===== config.mk =====
export PLATFORM = sky130hd
export DESIGN_NAME = lida_top
export DESIGN_NICKNAME = d
export VERILOG_FILES = /design/src/rtl/lida_pkg.sv /design/src/rtl/lida_regfile.sv /design/src/rtl/lida_host_port.sv /design/src/rtl/lida_core_port.sv /design/src/rtl/lida_top.sv
export SDC_FILE = /design/constraint.sdc
export NUM_CORES = 1
export LEC_CHECK = 0
export BUFFER_PORTS_ARGS = -buffer_cell sky130_fd_sc_hd__buf_2
export CORE_MARGIN = 2
export CORE_UTILIZATION = 30
export CTS_CLUSTER_SIZE = 14
export DETAILED_ROUTE_END_ITERATION = 8
export HOLD_SLACK_MARGIN = 0.02
export SLEW_MARGIN = 20
export SYNTH_ARGS = -nofsm -noshare
export SYNTH_HDL_FRONTEND = slang
export SYNTH_SLANG_ARGS = --single-unit
export TNS_END_PERCENT = 10

===== constraint.sdc =====
create_clock -name clk -period 4.6 [get_ports clk]
set_input_delay 0.46 -clock clk [delete_from_list [all_inputs] [get_ports clk]]
set_output_delay 0.46 -clock clk [all_outputs]
set_load 0.02 [all_outputs]

===== src/rtl/lida_pkg.sv =====
package lida_pkg;

    // Width of every data path at the block edge.
    localparam int BYTE_W = 8;

    // Value a locked-out read produces.
    localparam logic [BYTE_W-1:0] BLOCKED_BYTE = 8'hFF;

    // Core-side register select encoding.
    typedef enum logic [1:0] {
        SEL_CIDX = 2'd0,
        SEL_DATA = 2'd1,
        SEL_HIDX = 2'd2,
        SEL_LOCK = 2'd3
    } core_sel_e;

    // Registered read response of one side.
    typedef struct packed {
        logic              valid;
        logic [BYTE_W-1:0] data;
    } rsp_t;

    // Gate a read value: a side that may not access returns the blocked byte.
    function automatic logic [BYTE_W-1:0] gate_read(input logic permitted,
                                                    input logic [BYTE_W-1:0] value);
        return permitted ? value : BLOCKED_BYTE;
    endfunction

endpackage


===== src/rtl/lida_regfile.sv =====
module lida_regfile #(
    parameter int DEPTH = 128,
    parameter int WIDTH = 8,
    parameter int NRD   = 2
) (
    input  logic                        clk,
    input  logic                        wr_en,
    input  logic [$clog2(DEPTH)-1:0]    wr_idx,
    input  logic [WIDTH-1:0]            wr_data,
    input  logic [NRD-1:0][$clog2(DEPTH)-1:0] rd_idx,
    output logic [NRD-1:0][WIDTH-1:0]   rd_data
);
    localparam int AW = $clog2(DEPTH);

    logic [WIDTH-1:0] mem [DEPTH];

    always_ff @(posedge clk) begin
        if (wr_en) begin
            mem[wr_idx] <= wr_data;
        end
    end

    // One asynchronous read path per port.
    for (genvar p = 0; p < NRD; p++) begin : g_rd
        logic [AW-1:0] a;
        assign a          = rd_idx[p];
        assign rd_data[p] = mem[a];
    end

endmodule


===== src/rtl/lida_host_port.sv =====
module lida_host_port
    import lida_pkg::*;
#(
    parameter int                ADDR_W = 16,
    parameter logic [ADDR_W-1:0] BASE   = 16'h0070,
    parameter int                IDX_W  = 7
) (
    input  logic              clk,
    input  logic              rst,
    input  logic              owner_core,
    input  logic              req,
    input  logic              we,
    input  logic [ADDR_W-1:0] addr,
    input  logic [BYTE_W-1:0] wdata,
    input  logic              restore_en,
    input  logic [IDX_W-1:0]  restore_val,
    input  logic [BYTE_W-1:0] file_rdata,
    output logic [IDX_W-1:0]  idx,
    output logic              wr_en,
    output logic [IDX_W-1:0]  wr_idx,
    output logic [BYTE_W-1:0] wr_data,
    output rsp_t              rsp
);
    localparam logic [ADDR_W-1:0] DATA_ADDR = BASE + ADDR_W'(1);

    logic allowed, hit_idx, hit_dat;
    logic [IDX_W-1:0] idx_q;
    rsp_t rsp_d, rsp_q;

    assign allowed = !owner_core;
    assign hit_idx = req && (addr == BASE);
    assign hit_dat = req && (addr == DATA_ADDR);

    // The core restore only happens while the core owns the file, so it
    // never meets a permitted host index write in the same cycle.
    always_ff @(posedge clk) begin
        if (rst) begin
            idx_q <= '0;
        end else if (restore_en) begin
            idx_q <= restore_val;
        end else if (hit_idx && we && allowed) begin
            idx_q <= wdata[IDX_W-1:0];
        end
    end

    assign idx     = idx_q;
    assign wr_en   = hit_dat && we && allowed;
    assign wr_idx  = idx_q;
    assign wr_data = wdata;

    always_comb begin
        rsp_d.valid = (hit_idx || hit_dat) && !we;
        rsp_d.data  = gate_read(allowed, hit_idx ? BYTE_W'(idx_q) : file_rdata);
    end

    always_ff @(posedge clk) begin
        if (rst) begin
            rsp_q <= '0;
        end else begin
            rsp_q <= rsp_d;
        end
    end

    assign rsp = rsp_q;

endmodule


===== src/rtl/lida_core_port.sv =====
module lida_core_port
    import lida_pkg::*;
#(
    parameter int IDX_W = 7
) (
    input  logic              clk,
    input  logic              rst,
    input  logic              active,
    input  logic              req,
    input  logic              we,
    input  logic [1:0]        sel,
    input  logic [BYTE_W-1:0] wdata,
    input  logic [IDX_W-1:0]  host_idx,
    input  logic [BYTE_W-1:0] file_rdata,
    output logic              lock,
    output logic [IDX_W-1:0]  idx,
    output logic              wr_en,
    output logic [IDX_W-1:0]  wr_idx,
    output logic [BYTE_W-1:0] wr_data,
    output logic              hidx_wr_en,
    output logic [IDX_W-1:0]  hidx_wr_val,
    output rsp_t              rsp
);
    core_sel_e sel_e;
    logic ok_lock, ok_file, do_wr;
    logic lock_q;
    logic [IDX_W-1:0] idx_q;
    rsp_t rsp_d, rsp_q;

    assign sel_e   = core_sel_e'(sel);
    assign ok_lock = active;
    assign ok_file = active && lock_q;
    assign do_wr   = req && we;

    always_ff @(posedge clk) begin
        if (rst) begin
            lock_q <= 1'b0;
        end else if (do_wr && sel_e == SEL_LOCK && ok_lock) begin
            lock_q <= wdata[0];
        end
    end

    always_ff @(posedge clk) begin
        if (rst) begin
            idx_q <= '0;
        end else if (do_wr && sel_e == SEL_CIDX && ok_file) begin
            idx_q <= wdata[IDX_W-1:0];
        end
    end

    assign lock        = lock_q;
    assign idx         = idx_q;
    assign wr_en       = do_wr && sel_e == SEL_DATA && ok_file;
    assign wr_idx      = idx_q;
    assign wr_data     = wdata;
    assign hidx_wr_en  = do_wr && sel_e == SEL_HIDX && ok_file;
    assign hidx_wr_val = wdata[IDX_W-1:0];

    always_comb begin
        rsp_d.valid = req && !we;
        unique case (sel_e)
            SEL_LOCK: rsp_d.data = gate_read(ok_lock, BYTE_W'(lock_q));
            SEL_CIDX: rsp_d.data = gate_read(ok_file, BYTE_W'(idx_q));
            SEL_HIDX: rsp_d.data = gate_read(ok_file, BYTE_W'(host_idx));
            default:  rsp_d.data = gate_read(ok_file, file_rdata);
        endcase
    end

    always_ff @(posedge clk) begin
        if (rst) begin
            rsp_q <= '0;
        end else begin
            rsp_q <= rsp_d;
        end
    end

    assign rsp = rsp_q;

endmodule


===== src/rtl/lida_top.sv =====
module lida_top
    import lida_pkg::*;
#(
    parameter int                ADDR_W    = 16,
    parameter logic [ADDR_W-1:0] HOST_BASE = 16'h0070,
    parameter int                DEPTH     = 128
) (
    input  logic              clk,
    input  logic              rst,
    input  logic              active_mode,
    input  logic              host_req,
    input  logic              host_we,
    input  logic [ADDR_W-1:0] host_addr,
    input  logic [7:0]        host_wdata,
    output logic              host_rvalid,
    output logic [7:0]        host_rdata,
    input  logic              core_req,
    input  logic              core_we,
    input  logic [1:0]        core_sel,
    input  logic [7:0]        core_wdata,
    output logic              core_rvalid,
    output logic [7:0]        core_rdata,
    output logic              core_owns
);
    localparam int IDX_W = $clog2(DEPTH);

    logic              lock;
    logic [IDX_W-1:0]  host_idx, core_idx;
    logic              host_wr_en, core_wr_en, file_we;
    logic [IDX_W-1:0]  host_wr_idx, core_wr_idx, file_widx;
    logic [BYTE_W-1:0] host_wr_data, core_wr_data, file_wdata;
    logic              hidx_wr_en;
    logic [IDX_W-1:0]  hidx_wr_val;
    logic [1:0][IDX_W-1:0]  rd_idx;
    logic [1:0][BYTE_W-1:0] rd_data;
    rsp_t              host_rsp, core_rsp;

    lida_host_port #(.ADDR_W(ADDR_W), .BASE(HOST_BASE), .IDX_W(IDX_W)) u_host (
        .clk         (clk),
        .rst         (rst),
        .owner_core  (lock),
        .req         (host_req),
        .we          (host_we),
        .addr        (host_addr),
        .wdata       (host_wdata),
        .restore_en  (hidx_wr_en),
        .restore_val (hidx_wr_val),
        .file_rdata  (rd_data[0]),
        .idx         (host_idx),
        .wr_en       (host_wr_en),
        .wr_idx      (host_wr_idx),
        .wr_data     (host_wr_data),
        .rsp         (host_rsp)
    );

    lida_core_port #(.IDX_W(IDX_W)) u_core (
        .clk         (clk),
        .rst         (rst),
        .active      (active_mode),
        .req         (core_req),
        .we          (core_we),
        .sel         (core_sel),
        .wdata       (core_wdata),
        .host_idx    (host_idx),
        .file_rdata  (rd_data[1]),
        .lock        (lock),
        .idx         (core_idx),
        .wr_en       (core_wr_en),
        .wr_idx      (core_wr_idx),
        .wr_data     (core_wr_data),
        .hidx_wr_en  (hidx_wr_en),
        .hidx_wr_val (hidx_wr_val),
        .rsp         (core_rsp)
    );

    // Ownership makes the two write enables exclusive; the select below
    // only has to pick the one that is live.
    assign file_we    = host_wr_en || core_wr_en;
    assign file_widx  = core_wr_en ? core_wr_idx  : host_wr_idx;
    assign file_wdata = core_wr_en ? core_wr_data : host_wr_data;

    assign rd_idx[0] = host_idx;
    assign rd_idx[1] = core_idx;

    lida_regfile #(.DEPTH(DEPTH), .WIDTH(BYTE_W), .NRD(2)) u_file (
        .clk     (clk),
        .wr_en   (file_we),
        .wr_idx  (file_widx),
        .wr_data (file_wdata),
        .rd_idx  (rd_idx),
        .rd_data (rd_data)
    );

    assign host_rvalid = host_rsp.valid;
    assign host_rdata  = host_rsp.data;
    assign core_rvalid = core_rsp.valid;
    assign core_rdata  = core_rsp.data;
    assign core_owns   = lock;

endmodule


=== Word level (Yosys, flattened, before mapping) ===
Memories as Yosys holds them, arrays and structs flattened. A register that Yosys moved wholly into a read port is not among the register bits.
Index checks and enable logic that the tools add are counted.

* Logic and storage cells: 55
* Bits in writable memories: 1024
* ROM bits: 0
* Memories kept: 1
* Output and inout port bits: 19
* Bits in latches: 0
* Register bits after elaboration: 33
* Input port bits: 41

{| class="wikitable"
|+ Memories
! name !! depth !! width !! read ports !! clocked after memory_dff !! wr ports !! line !! text
|-
| u_file.mem || 128 || 8 || 2 || 2 || 1 || lida_regfile.sv:15 || <nowiki>logic [WIDTH-1:0] mem [DEPTH];</nowiki>
|}

* Multipliers: 0
* Multiplexer cells: 17
* Bitwise operators: 0
* Divide/modulo/power cells: 0
* Reduce and logical (&&, ||, !) cells: 25
* $lt $le $gt $ge: 0
* Add/sub/neg operators: 0
* Eq/ne operators: 5
* Shift operators: 0

{| class="wikitable"
|+ Operator list
! kind !! count
|-
| two-way mux 8 bit || 7
|-
| two-way mux 7 bit || 7
|-
| equality test 16 x 7 -> 1 bit, second input constant || 2
|-
| one-hot mux 8 bit (3 select lines) || 1
|-
| logical AND 1 bit || 18
|-
| equality test 2 bit, second input constant || 2
|-
| logical NOT 1 bit || 3
|-
| equality test 2 x 1 -> 1 bit, second input constant || 1
|-
| logical NOT 2 bit || 1
|-
| logical OR 1 bit || 2
|-
| two-way mux 1 bit || 2
|-
| nonzero test 2 bit || 1
|}

=== Depth between registers and ports, before layout ===
* Word-level depth: 8
* Depth in mapped cells: 11
* Depth with buffers taken out: 7

=== Cells and area by module ===
A second synthesis with hierarchy kept.

* Cell total of the unflattened synthesis: 2300
* Area total of the unflattened synthesis: 49732.7 µm²

{| class="wikitable"
|+ Modules (own cells, without submodules)
! module !! cells each !! area each (µm²) !! times used
|-
| lida_regfile || 2047 || 47528.1 || 1
|-
| lida_core_port || 117 || 1011.0 || 1
|-
| lida_host_port || 118 || 953.4 || 1
|-
| lida_top || 18 || 240.2 || 1
|}

=== Worst setup path after synthesis ===
No wires, ideal clock.

* Kind: input to register
* Start point: in core_sel[0]
* End point: mem u_file.mem[0][0], data pin
* Library setup time: 0.378 ns
* Arrival time: 2.501 ns
* Required time: 4.222 ns
* Stages: 6
* Setup slack: 1.721 ns
* Cells stage by stage: clkbuf_1 nand2_1 nor2_2 buf_2 buf_2 mux2_2

* Cells in the longest elaborated chain, start to end: 4

{| class="wikitable"
|+ RTL lines
! element !! line !! text
|-
| start, declared || lida_top.sv:19 || <nowiki>input logic [1:0] core_sel,</nowiki>
|-
| equality test 2 x 1 -> 1 bit || lida_core_port.sv:53 || <nowiki>assign wr_en = do_wr && sel_e == SEL_DATA && ok_file;</nowiki>
|-
| logical AND 1 bit (2 in series) || lida_core_port.sv:53 ||
|-
| two-way mux 8 bit || lida_top.sv:80 || <nowiki>assign file_wdata = core_wr_en ? core_wr_data : host_wr_data;</nowiki>
|-
| via file_wdata[0] || lida_top.sv:31 || <nowiki>logic [BYTE_W-1:0] host_wr_data, core_wr_data, file_wdata;</nowiki>
|-
| end, declared || lida_regfile.sv:15 ||
|}

The timed path passes the listed nets, and every way through them passes these cells.

==> out/results.tsv <==
stage	metric	value	unit
floorplanning	core region area	167000	um2
sta	final hold slack	0.0744	ns
floorplanning	Top Ports	60	
worst_setup_path	Crit Path Class	reg2reg	
global_route	vias in the first global route	30980	
sta	final period utilization	81.1	%
cts	TritonCTS clock tree	done	
sta	RSZ-0062 raised after global routing	no	
worst_setup_path	Required @ worst endpoint	5.21	ns
sta	setup tns final	0	ns
pwr	Overall Power	20000	uW
drt	final wirelength	171000	um
pwr	worst vdd ir	0.300	mV
floorplanning	Die Y	414	um
cts	# hold bufs at CTS	4	
place	Port-buffer cells	59	
floorplanning	Rows	150	
cts	TritonCTS buffer count	114	
cts	Clock Root Buffer	clkbuf_16	
cells_and_area	Layout Area Growth over Synthesis	14.4	%
drt	DR WL/cell	31.1	um
sta	endpoints failing setup	0	
drt	number of detailed-route iterations in the first pass	9	
yosys	syn nets	3068	
sta	Fin Clk Skew	0.0301	ns
drt	Via density	5.82	
sta	fmax	268	MHz
place	gp weighted congestion	1.01	
cts	worst-skew pair later-pin latency	0.73	ns
status	run status	complete, no violations	
floorplanning	initial core utilization	30.2	%
cts	htree depth	3	
worst_setup_path	crit path DAT	4.34	ns
worst_setup_path	worst r2r path cells	8	
cts	post_cts resized	0	
worst_setup_path	Max Fanout on Critical Path	48	
worst_setup_path	reg2reg setup slack	0.87	ns
cts	Post-CTS Setup Bufs	0	
drt	vias	31989	
sta	Slew @ Worst Pin	1.19	ns
worst_setup_path	RR Endpoint	u_core.rsp[2]	
yosys	Syn Std Cell Area	50400	um2
yosys	Yosys top cell area share	61.0	%
pwr	PD cells	347	nW/um2
drt	DRC Markers	0	
drt	ANT nets after route	0	
yosys	largest area contributor in the netlist	edfxtp_1	
worst_setup_path	Crit. End Element	flop	
yosys	Yosys warnings	0	
cts	Reg clk slew, reported paths	0.06	ns
yosys	Yosys reg bits	1071	
sta	time the worst path needs with I/O delays and setup	3.73	ns
sta	Hold Vio Cnt, Final	0	
cells_and_area	footprint of the multi-input gates	17400	um2
pwr	static leakage	0.0165	uW
place	post-DP HPWL	118000	um
cells_and_area	Fillers	15833	
min_path	Hold EP	u_core.idx[1]	
min_path	min-delay src	core_wdata[1]	
yosys	Post-synth EDFFs	1024	
worst_setup_path	Setup crit start kind	flop	
drt	number of DRC violations after detailed-routing iteration 0	4997	
global_route	antenna violations before repair	9	
yosys	Seq/Total Area, Yosys	62.8	%
yosys	ranking of synthesized cells by area	edfxtp_1, mux4_2, mux2i_1	
floorplanning	Die ar.	171000	um2
run	maxcap violations	0	
floorplanning	die width	414	um
yosys	Yosys cell types	62	
global_route	Total GRT Usage	19.4	%
min_path	hold depth	3	
yosys	Synth async-reset ratio	0	%
cells_and_area	Final #Nets	3237	
global_route	first-pass GRT wire length	237000	um
global_route	Overflow after GRT	0	
cells_and_area	ratio of cells with drive above 1 in the final layout	23.4	%
cells_and_area	Storage cell area	31700	um2
min_path	worst hold path type	in2reg	
yosys	Avg Cell Area, Syn	16.7	um2
sta	Max Slew Vio Count	0	
global_route	largest net degree at the start of global routing	129	
yosys	Post-Syn Instances	3027	
cts	clock buffer depth	3	
sta	max_slew headroom	20.2	%
cts	Sink Count	1071	
yosys	Synth Flop Type	edfxtp_1	
-- area by class of cell --
cell class | instances | share of cell area (%)
flip-flops and latches | 1071 | 55.0
multi-input cells | 1726 | 30.2
clock buffers | 139 | 5.27
well taps | 2204 | 4.78
repair buffers | 276 | 3.72
clock inverters | 68 | 0.987
inverters | 7 | 0.0455
diodes | 5 | 0.0217
-- worst max-delay path, cell delays in order (launching register included) --
cell and delay (ns):
dfxtp_4 0.55, buf_12 0.42, buf_4 0.31, mux4_2 0.52
a22oi_1 0.34, nand2_1 0.21, o31ai_1 0.94, nor4_1 0.10
buf_4 0.21
-- worst max path at each step --
stage                                   end  slack, ns  depth (start not counted)
final                         u_core.rsp[2]       0.87                          8
after global routing          u_core.rsp[1]       0.84                          6
after CTS                     u_host.rsp[3]       1.10                          9
after detailed placement   u_file.mem[4][3]       0.83                          7
after global placement    u_file.mem[68][4]       0.35                          7
after floorplan            u_file.mem[0][0]       1.72                          6
-- metal layers --
metal  wire length (um)  track usage [%]  vias to the layer above
met5                 45                0                        -
met4               7490             7.30                        8
met3              16600             4.15                      345
met2              81000             31.8                     1935
met1              65700             25.3                    16756
li1                   -                -                    12945
-- metrics by stage --
stage          worst slack, ns  utilization [%]  area, um2  instances
5_1_grt                  0.842             34.5      57700       5495
4_1_cts                   1.10             34.5      57700       5491
6_report                 0.871             34.5      57700       5496
2_1_floorplan             1.72                -      50400       3027
3_3_place_gp             0.353             32.3      54000       5279
3_5_place_dp             0.834             32.3      54000       5280
-- synth_stat cells (5+ instances only) --
library cell and instances:
a22oi_1 285, dfxtp_1 47, o21a_1 10, o221ai_1 15, nor2b_1 23, buf_6 26, o31ai_1 12, nor3_2 9
o21ai_0 25, o22ai_1 23, a21oi_1 26, a211oi_1 45, mux4_2 283, nand2b_1 13, nand4_1 60, nor2_1 181
o21ai_1 14, edfxtp_1 1024, nand3_1 32, and4b_1 5, nor3_1 17, mux2_2 13, buf_2 98, nand2_1 65
clkbuf_1 37, inv_1 6, mux2i_1 511, nor4_1 9, buf_4 56
-- where the power goes --
group / leakage, uW / switching (uW) / total, uW / internal [uW]
Combinational: 0.00516 / 242 / 300 / 58.0
Sequential: 0.00959 / 13.8 / 10700 / 10700
Clock: 0.00176 / 3940 / 9010 / 5070
-- logic make-up after synthesis --
| family | Yosys count | synth area share (%) |
|---|---|---|
| simple gates | 449 | 4.62 |
| compound gates | 470 | 6.69 |
| buf+inv | 230 | 2.77 |
| flops | 1071 | 62.8 |
| mux | 807 | 23.1 |
-- state kept, by name, indices dropped and copies added, names as in the netlist, named ones only --
name and flops:
u_file.mem 1024, u_core.rsp 9, u_host.rsp 9, u_core.idx 7
u_host.idx 7, u_core.lock 1
-- layout by cell type, fill, tap and decap left out, types with 14 or more instances in the layout --
master,netlist,layout
edfxtp_1,1024,1024
mux2i_1,511,511
a22oi_1,285,285
mux4_2,283,283
buf_4,56,196
nor2_1,181,180
clkbuf_16,0,116
nand2_1,65,65
nand4_1,60,60
buf_2,98,59
a211oi_1,45,45
dfxtp_1,47,41
nand3_1,32,32
a21oi_1,26,26
o21ai_0,25,25
o22ai_1,23,23
clkinv_1,1,22
clkinv_2,0,22
nor2b_1,23,21
clkbuf_1,37,18
nor3_1,17,17
buf_12,0,17
o221ai_1,15,15
o21ai_1,14,14
(Power assumes the default switching activity.)
